$ cat config.mk
export PLATFORM = sky130hd
export DESIGN_NAME = sad_halfpel_engine
export DESIGN_NICKNAME = d
export VERILOG_FILES = /design/src/rtl/sad_pkg.sv /design/src/rtl/sad_interp.sv /design/src/rtl/sad_row_sum.sv /design/src/rtl/sad_halfpel_engine.sv
export SDC_FILE = /design/constraint.sdc
export NUM_CORES = 2
export LEC_CHECK = 0
export ABC_AREA = 1
export BUFFER_PORTS_ARGS = -buffer_cell sky130_fd_sc_hd__buf_2
export CORE_MARGIN = 8
export CORE_UTILIZATION = 30
export CTS_CLUSTER_DIAMETER = 200
export DETAILED_ROUTE_END_ITERATION = 12
export HOLD_SLACK_MARGIN = 0.03
export PLACE_DENSITY = 0.54
export RECOVER_POWER = 100
export SLEW_MARGIN = 30
export SYNTH_ARGS = -nofsm -noshare
export SYNTH_HDL_FRONTEND = slang
export SYNTH_SLANG_ARGS = --single-unit
$ cat constraint.sdc
create_clock -name clk -period 15.6 [get_ports clk]
set_input_delay 2.34 -clock clk [delete_from_list [all_inputs] [get_ports clk]]
set_output_delay 2.34 -clock clk [all_outputs]
set_load 0.01 [all_outputs]
$ cat src/rtl/sad_pkg.sv
package sad_pkg;
  localparam int PIX_W = 8;

  typedef enum logic [1:0] {
    MODE_FULL = 2'd0,
    MODE_HORZ = 2'd1,
    MODE_VERT = 2'd2,
    MODE_DIAG = 2'd3
  } ref_mode_e;

  // rounded-up mean of two pixels
  function automatic logic [PIX_W-1:0] avg2(input logic [PIX_W-1:0] a,
                                            input logic [PIX_W-1:0] b);
    logic [PIX_W:0] s;
    s = {1'b0, a} + {1'b0, b} + (PIX_W+1)'(1);
    return s[PIX_W:1];
  endfunction

  // exact rounded mean of four pixels, two guard bits
  function automatic logic [PIX_W-1:0] avg4(input logic [PIX_W-1:0] a,
                                            input logic [PIX_W-1:0] b,
                                            input logic [PIX_W-1:0] c,
                                            input logic [PIX_W-1:0] d);
    logic [PIX_W+1:0] s;
    s = (PIX_W+2)'(a) + (PIX_W+2)'(b) + (PIX_W+2)'(c) + (PIX_W+2)'(d)
        + (PIX_W+2)'(2);
    return s[PIX_W+1:2];
  endfunction

  // cheap diagonal: pairwise means, lower one biased down, then mean again
  function automatic logic [PIX_W-1:0] avg4_fast(input logic [PIX_W-1:0] up_l,
                                                 input logic [PIX_W-1:0] up_r,
                                                 input logic [PIX_W-1:0] lo_l,
                                                 input logic [PIX_W-1:0] lo_r);
    logic [PIX_W-1:0] u, l;
    u = avg2(up_l, up_r);
    l = avg2(lo_l, lo_r);
    l = (l == '0) ? '0 : l - PIX_W'(1);
    return avg2(u, l);
  endfunction

  // |x - y| as the union of two clamped differences
  function automatic logic [PIX_W-1:0] absdiff(input logic [PIX_W-1:0] x,
                                               input logic [PIX_W-1:0] y);
    logic [PIX_W-1:0] d_xy, d_yx;
    d_xy = (x > y) ? x - y : '0;
    d_yx = (y > x) ? y - x : '0;
    return d_xy | d_yx;
  endfunction
endpackage

$ cat src/rtl/sad_interp.sv
module sad_interp
  import sad_pkg::*;
#(
  parameter int LANES = 16
) (
  input  ref_mode_e                  mode_i,
  input  logic                       fast_i,
  input  logic [(LANES+1)*PIX_W-1:0] prev_i,
  input  logic [(LANES+1)*PIX_W-1:0] ref_i,
  output logic [LANES*PIX_W-1:0]     pred_o
);
  for (genvar k = 0; k < LANES; k++) begin : g_lane
    logic [PIX_W-1:0] a, b, p, q, pix;
    assign a = ref_i[k*PIX_W +: PIX_W];
    assign b = ref_i[(k+1)*PIX_W +: PIX_W];
    assign p = prev_i[k*PIX_W +: PIX_W];
    assign q = prev_i[(k+1)*PIX_W +: PIX_W];

    always_comb begin
      unique case (mode_i)
        MODE_FULL: pix = a;
        MODE_HORZ: pix = avg2(a, b);
        MODE_VERT: pix = avg2(p, a);
        default:   pix = fast_i ? avg4_fast(p, q, a, b) : avg4(p, q, a, b);
      endcase
    end
    assign pred_o[k*PIX_W +: PIX_W] = pix;


    always_comb begin
      if (mode_i == MODE_HORZ)
        hpel_bound_chk: assert (pix >= ((a < b) ? a : b) && pix <= ((a > b) ? a : b));
    end
  end
endmodule

$ cat src/rtl/sad_row_sum.sv
module sad_row_sum
  import sad_pkg::*;
#(
  parameter int LANES = 8,
  parameter int SUM_W = PIX_W + $clog2(LANES)
) (
  input  logic [LANES*PIX_W-1:0] cur_i,
  input  logic [LANES*PIX_W-1:0] pred_i,
  output logic [SUM_W-1:0]       sum_o
);
  logic [PIX_W-1:0] diff [LANES];

  for (genvar k = 0; k < LANES; k++) begin : g_diff
    assign diff[k] = absdiff(cur_i[k*PIX_W +: PIX_W], pred_i[k*PIX_W +: PIX_W]);
  end

  always_comb begin
    sum_o = '0;
    for (int k = 0; k < LANES; k++) sum_o = sum_o + SUM_W'(diff[k]);
  end
endmodule

$ cat src/rtl/sad_halfpel_engine.sv
module sad_halfpel_engine
  import sad_pkg::*;
#(
  parameter int LANES       = 16,
  parameter int HALF        = 8,
  parameter int ROW_W       = 5,
  parameter int SAD_W       = 16,
  parameter int NARROW_ROWS = 8
) (
  input  logic                       clk,
  input  logic                       rst_n,
  input  logic                       start_i,
  input  logic [1:0]                 mode_i,
  input  logic                       wide_i,
  input  logic [ROW_W-1:0]           rows_i,
  input  logic                       approx_i,
  input  logic                       bitexact_i,
  input  logic                       row_valid_i,
  input  logic [LANES*PIX_W-1:0]     cur_row_i,
  input  logic [(LANES+1)*PIX_W-1:0] ref_row_i,
  output logic                       busy_o,
  output logic                       done_o,
  output logic [SAD_W-1:0]           sad_o
);
  localparam int NHALF  = LANES / HALF;
  localparam int HSUM_W = PIX_W + $clog2(HALF);
  localparam int RSUM_W = HSUM_W + $clog2(NHALF) + 1;
  localparam int NR_W   = $clog2(NARROW_ROWS + 1);
  localparam int CNT_W  = (ROW_W > NR_W) ? ROW_W : NR_W;

  logic                       busy_q, done_q, prime_q, wide_q, fast_q;
  ref_mode_e                  mode_q;
  logic [CNT_W-1:0]           left_q, start_rows;
  logic [SAD_W-1:0]           acc_q;
  logic [(LANES+1)*PIX_W-1:0] prev_q;
  logic [LANES*PIX_W-1:0]     pred;
  logic [HSUM_W-1:0]          half_sum [NHALF];
  logic [RSUM_W-1:0]          row_sum;

  // named events
  logic start_fire, beat_fire, row_take, last_row;
  assign start_fire = start_i && !busy_q;
  assign beat_fire  = row_valid_i && busy_q;
  assign row_take   = beat_fire && !prime_q;
  assign last_row   = row_take && (left_q == CNT_W'(1));

  always_comb begin
    if (!wide_i)            start_rows = CNT_W'(NARROW_ROWS);
    else if (rows_i == '0)  start_rows = CNT_W'(1);
    else                    start_rows = CNT_W'(rows_i);
  end

  sad_interp #(.LANES(LANES)) u_interp (
    .mode_i (mode_q),
    .fast_i (fast_q),
    .prev_i (prev_q),
    .ref_i  (ref_row_i),
    .pred_o (pred)
  );

  for (genvar h = 0; h < NHALF; h++) begin : g_half
    sad_row_sum #(.LANES(HALF), .SUM_W(HSUM_W)) u_sum (
      .cur_i  (cur_row_i[h*HALF*PIX_W +: HALF*PIX_W]),
      .pred_i (pred[h*HALF*PIX_W +: HALF*PIX_W]),
      .sum_o  (half_sum[h])
    );
  end

  always_comb begin
    row_sum = '0;
    for (int h = 0; h < NHALF; h++)
      if (h == 0 || wide_q) row_sum = row_sum + RSUM_W'(half_sum[h]);
  end

  always_ff @(posedge clk or negedge rst_n) begin
    if (!rst_n) begin
      busy_q  <= 1'b0;
      done_q  <= 1'b0;
      prime_q <= 1'b0;
      wide_q  <= 1'b0;
      fast_q  <= 1'b0;
      mode_q  <= MODE_FULL;
      left_q  <= '0;
      acc_q   <= '0;
      prev_q  <= '0;
    end else begin
      done_q <= 1'b0;
      if (start_fire) begin
        busy_q  <= 1'b1;
        acc_q   <= '0;
        left_q  <= start_rows;
        mode_q  <= ref_mode_e'(mode_i);
        wide_q  <= wide_i;
        fast_q  <= approx_i && !bitexact_i;
        prime_q <= (mode_i == MODE_VERT) || (mode_i == MODE_DIAG);
      end else if (beat_fire) begin
        prev_q  <= ref_row_i;
        prime_q <= 1'b0;
        if (row_take) begin
          acc_q  <= acc_q + SAD_W'(row_sum);
          left_q <= left_q - CNT_W'(1);
        end
        if (last_row) begin
          busy_q <= 1'b0;
          done_q <= 1'b1;
        end
      end
    end
  end

  assign busy_o = busy_q;
  assign done_o = done_q;
  assign sad_o  = acc_q;


  done_pulse_chk: assert property (@(posedge clk) disable iff (!rst_n)
    done_o |=> !done_o);

  hold_idle_chk: assert property (@(posedge clk) disable iff (!rst_n)
    (!busy_o && !start_i) |=> $stable(sad_o));

  start_clear_chk: assert property (@(posedge clk) disable iff (!rst_n)
    start_fire |=> (busy_o && sad_o == '0));

  done_idle_chk: assert property (@(posedge clk) disable iff (!rst_n)
    done_o |-> !busy_o);

  prime_quiet_chk: assert property (@(posedge clk) disable iff (!rst_n)
    (beat_fire && prime_q) |=> $stable(sad_o));

  count_live_chk: assert property (@(posedge clk) disable iff (!rst_n)
    row_take |-> (left_q != '0));
endmodule

==> flow_summary_export.csv <==
group,metric,value,unit
routing,wl,241,mm
synth,synth-edff-count,0,
synth,synth_top_area_cell,"ha_1",
sta,worst_pin_slew,5150,ps
worst_setup_path,r2r_setup_slack,1590,ps
sta,hold_viol,0,
floorplan,dieHeight,461,um
clocking,cts_tree,"yes",
worst_setup_path,crit_path_end,"sad_o[15]",
synth,yosysUniqueCellTypes,64,
floorplan,pin_count,296,
place,gp_congestion,0.959,
clocking,post_cts_buffers,0,
clocking,cts-root-buf,"clkbuf_16",
place,hpwl,202,mm
worst_setup_path,setup.worst_path.start,"ref_row_i[17]",
clocking,postCtsResizedCells,0,
clocking,clock_sinks,164,
sta,timing.fmax,69.2,MHz
worst_setup_path,crit_path_start_kind,"input pin",
layout,fin_nets,10911,
sta,finClkSkew,19.3,ps
place,io_buffer_count,295,
floorplan,dieWidth,461,um
routing,dr.first_iter.drc_count,4941,
clocking,cts_hold_buf,0,
run_status,status,"finished, violations left",
min_path,min_path_type,"reg -> reg",
routing,dr.pass1.iters,8,
routing,drcViolationCount,0,
layout,ff_latch_area,4110,um^2
global_routing,grt_overflow,0,
floorplan,die_area,213000,um^2
worst_setup_path,cp_max_fo,7,
clocking,clock_path_buffers,2,
global_routing,grt_pass1_vias,57151,
worst_setup_path,cp-end-kind,"flip-flop",
sta,final-setup-viol-count,0,
synth,synth_area,59400,um^2
worst_setup_path,r2r-end,"sad_o[15]",
sta,max_slew_margin,-243,%
synth,syn_nets,10794,
synth,ys_warn_count,0,
synth,synth_seq_cells,164,
worst_setup_path,cp_data_required_time,16040,ps
sta,drv_slew,466,
floorplan,fp.coreArea,197000,um^2
synth,async_reset_ff_share,100,%
worst_setup_path,r2r_start,"fast_q",
clocking,numCtsBuffers,17,
synth,yosysTopAreaCellShare,21.1,%
global_routing,track_usage,21.7,%
synth,synth.area.top_cells,"ha_1 (21%), nand2_1 (13%), inv_1 (11%), fa_1 (9.7%), dfrtp_1 (6.9%)",
clocking,h-tree-depth,4,
floorplan,initial_core_util,30.1,%
worst_setup_path,slowest_stage,"fa_1",
layout,stdcell_count,12021,
worst_setup_path,path_common_cell,"nand2_1",
layout,layout-drive-gt1-share,6.24,%
run,cap_violations,7,
run_status,violations,"max-capacitance violations, max-slew violations",
clocking,path_clk_slew,70,ps
routing,final_antenna_net_count,0,
routing,viasPerCell,5.05,
layout,area_delta_synth_final,8.19,%
synth,syn_area_per_cell,6.44,um^2
synth,synthFlopType,"dfrtp_1",
routing,vias,60660,
global_routing,grt_max_degree,101,
worst_setup_path,critical_path_class,"in -> reg",
worst_setup_path,ff2ff_path_depth,52,
worst_setup_path,max_stage_delay,560,ps
global_routing,grt_antenna_before_repair,58,
synth,synth_cells,9228,
floorplan,num_rows,163,
synth,ys_seq_area_share,6.90,%
global_routing,grt_pass1_wl,355,mm
place,dp.cells,11965,
routing,wire_per_inst,20.0,um
layout,fillerInstances,21659,
layout,multi_input_area,47600,um^2
worst_setup_path,cp.arrival,14900,ps
sta,min_period,14460,ps
clocking,clk_latency,560,ps
sta,finalCritPeriodShare,92.7,%
placed cells by master (no fill, tap or decap), types with 41 or more instances in the layout:
cell and count:
o21ai_0 695, buf_2 272, nor2_1 549, o22ai_1 96
a21o_1 53, a21oi_1 740, xnor2_1 223, nand4_1 54
inv_1 1768, nand2_2 93, o21bai_1 72, a31oi_1 59
fa_1 288, dfrtp_1 161, nor3_1 81, ha_1 1000
nand3_1 282, inv_2 41, o221ai_1 53, nand2_1 2009
xor2_1 297
worst max-delay path, delay by kind of cell:
family                     cells  cell delay (ps)
adders and majority gates     12             5210
and+or+nand+nor               29             3320
AOI/OAI and AO/OA             15             2430
buffers and inverters         11             1050
xor gates and xnor gates       2              510
worst min-delay path by stage:
stage / slack (ps) / cells after the start / startpoint / to
after floorplan: 460 / 2 / prev_q[130] / prev_q[130]
after global placement: 470 / 2 / prev_q[131] / prev_q[131]
after detailed placement: 480 / 2 / prev_q[135] / prev_q[135]
after CTS: 500 / 2 / prev_q[135] / prev_q[135]
after global routing: 530 / 2 / prev_q[133] / prev_q[133]
final: 500 / 2 / prev_q[135] / prev_q[135]
state kept, by name, indices dropped and copies added, names as in the netlist:
| name | count |
|---|---|
| mode_q | 2 |
| left_q | 5 |
| busy_o | 1 |
| wide_q | 1 |
| sad_o | 16 |
| prev_q | 136 |
| prime_q | 1 |
| fast_q | 1 |
| done_o | 1 |
area by class of cell:
cell class,instances,share of cell area (%)
inverter,1812,10.6
multi-input combinational,7015,74.1
clock buffer,17,0.662
clock inverter,14,0.335
antenna,24,0.0934
timing repair buffer,335,2.70
tap,2640,5.14
sequential,164,6.39
per-layer routing:
metal / global-route usage [%] / routed length (um)
met2: 33.9 / 104000
met3: 3.32 / 15600
met1: 30.9 / 114000
met5: 0 / 121
met4: 6.29 / 6970
cells in the mapped netlist, types with 29 or more instances:
cell type / number
a21o_1: 53
a21oi_1: 742
a221oi_1: 36
a31oi_1: 59
clkbuf_1: 218
dfrtp_1: 164
fa_1: 288
ha_1: 1000
inv_1: 1771
inv_2: 38
nand2_1: 2010
nand2_2: 92
nand3_1: 282
nand4_1: 54
nor2_1: 554
nor3_1: 81
o21ai_0: 695
o21bai_1: 72
o221ai_1: 53
o22ai_1: 96
o31ai_1: 29
or2_2: 37
xnor2_1: 223
xor2_1: 297
per-stage QoR:
step | setup slack (ps) | instance area [um^2] | util (%) | setup TNS [ps] | hold WS, ps
floorplan | 2620 | 59400 | - | 0 | 457
global placement | 849 | 63700 | 32.3 | 0 | 470
detailed placement | 733 | 63700 | 32.3 | 0 | 484
CTS | 1290 | 64300 | 32.6 | 0 | 503
global route | -38.4 | 64300 | 32.6 | -38.4 | 528
finish | 1140 | 64300 | 32.6 | 0 | 500
cells by family (layout without fill, tap and decap cells):
family,Yosys count,in the layout,synth area share (%)
and+or+nand+nor,3208,3208,22.4
adders and majority gates,1288,1288,30.8
DFF,164,164,6.90
buffers and inverters,2049,2178,13.0
xor gates and xnor gates,520,520,7.66
muxes,1,1,0.0189
AOI/OAI and AO/OA,1998,1998,19.2
other,0,24,0
Power is left out: the tool's default activity adds up to more than one toggle a clock period on the data nets, which glitch-free logic cannot reach.
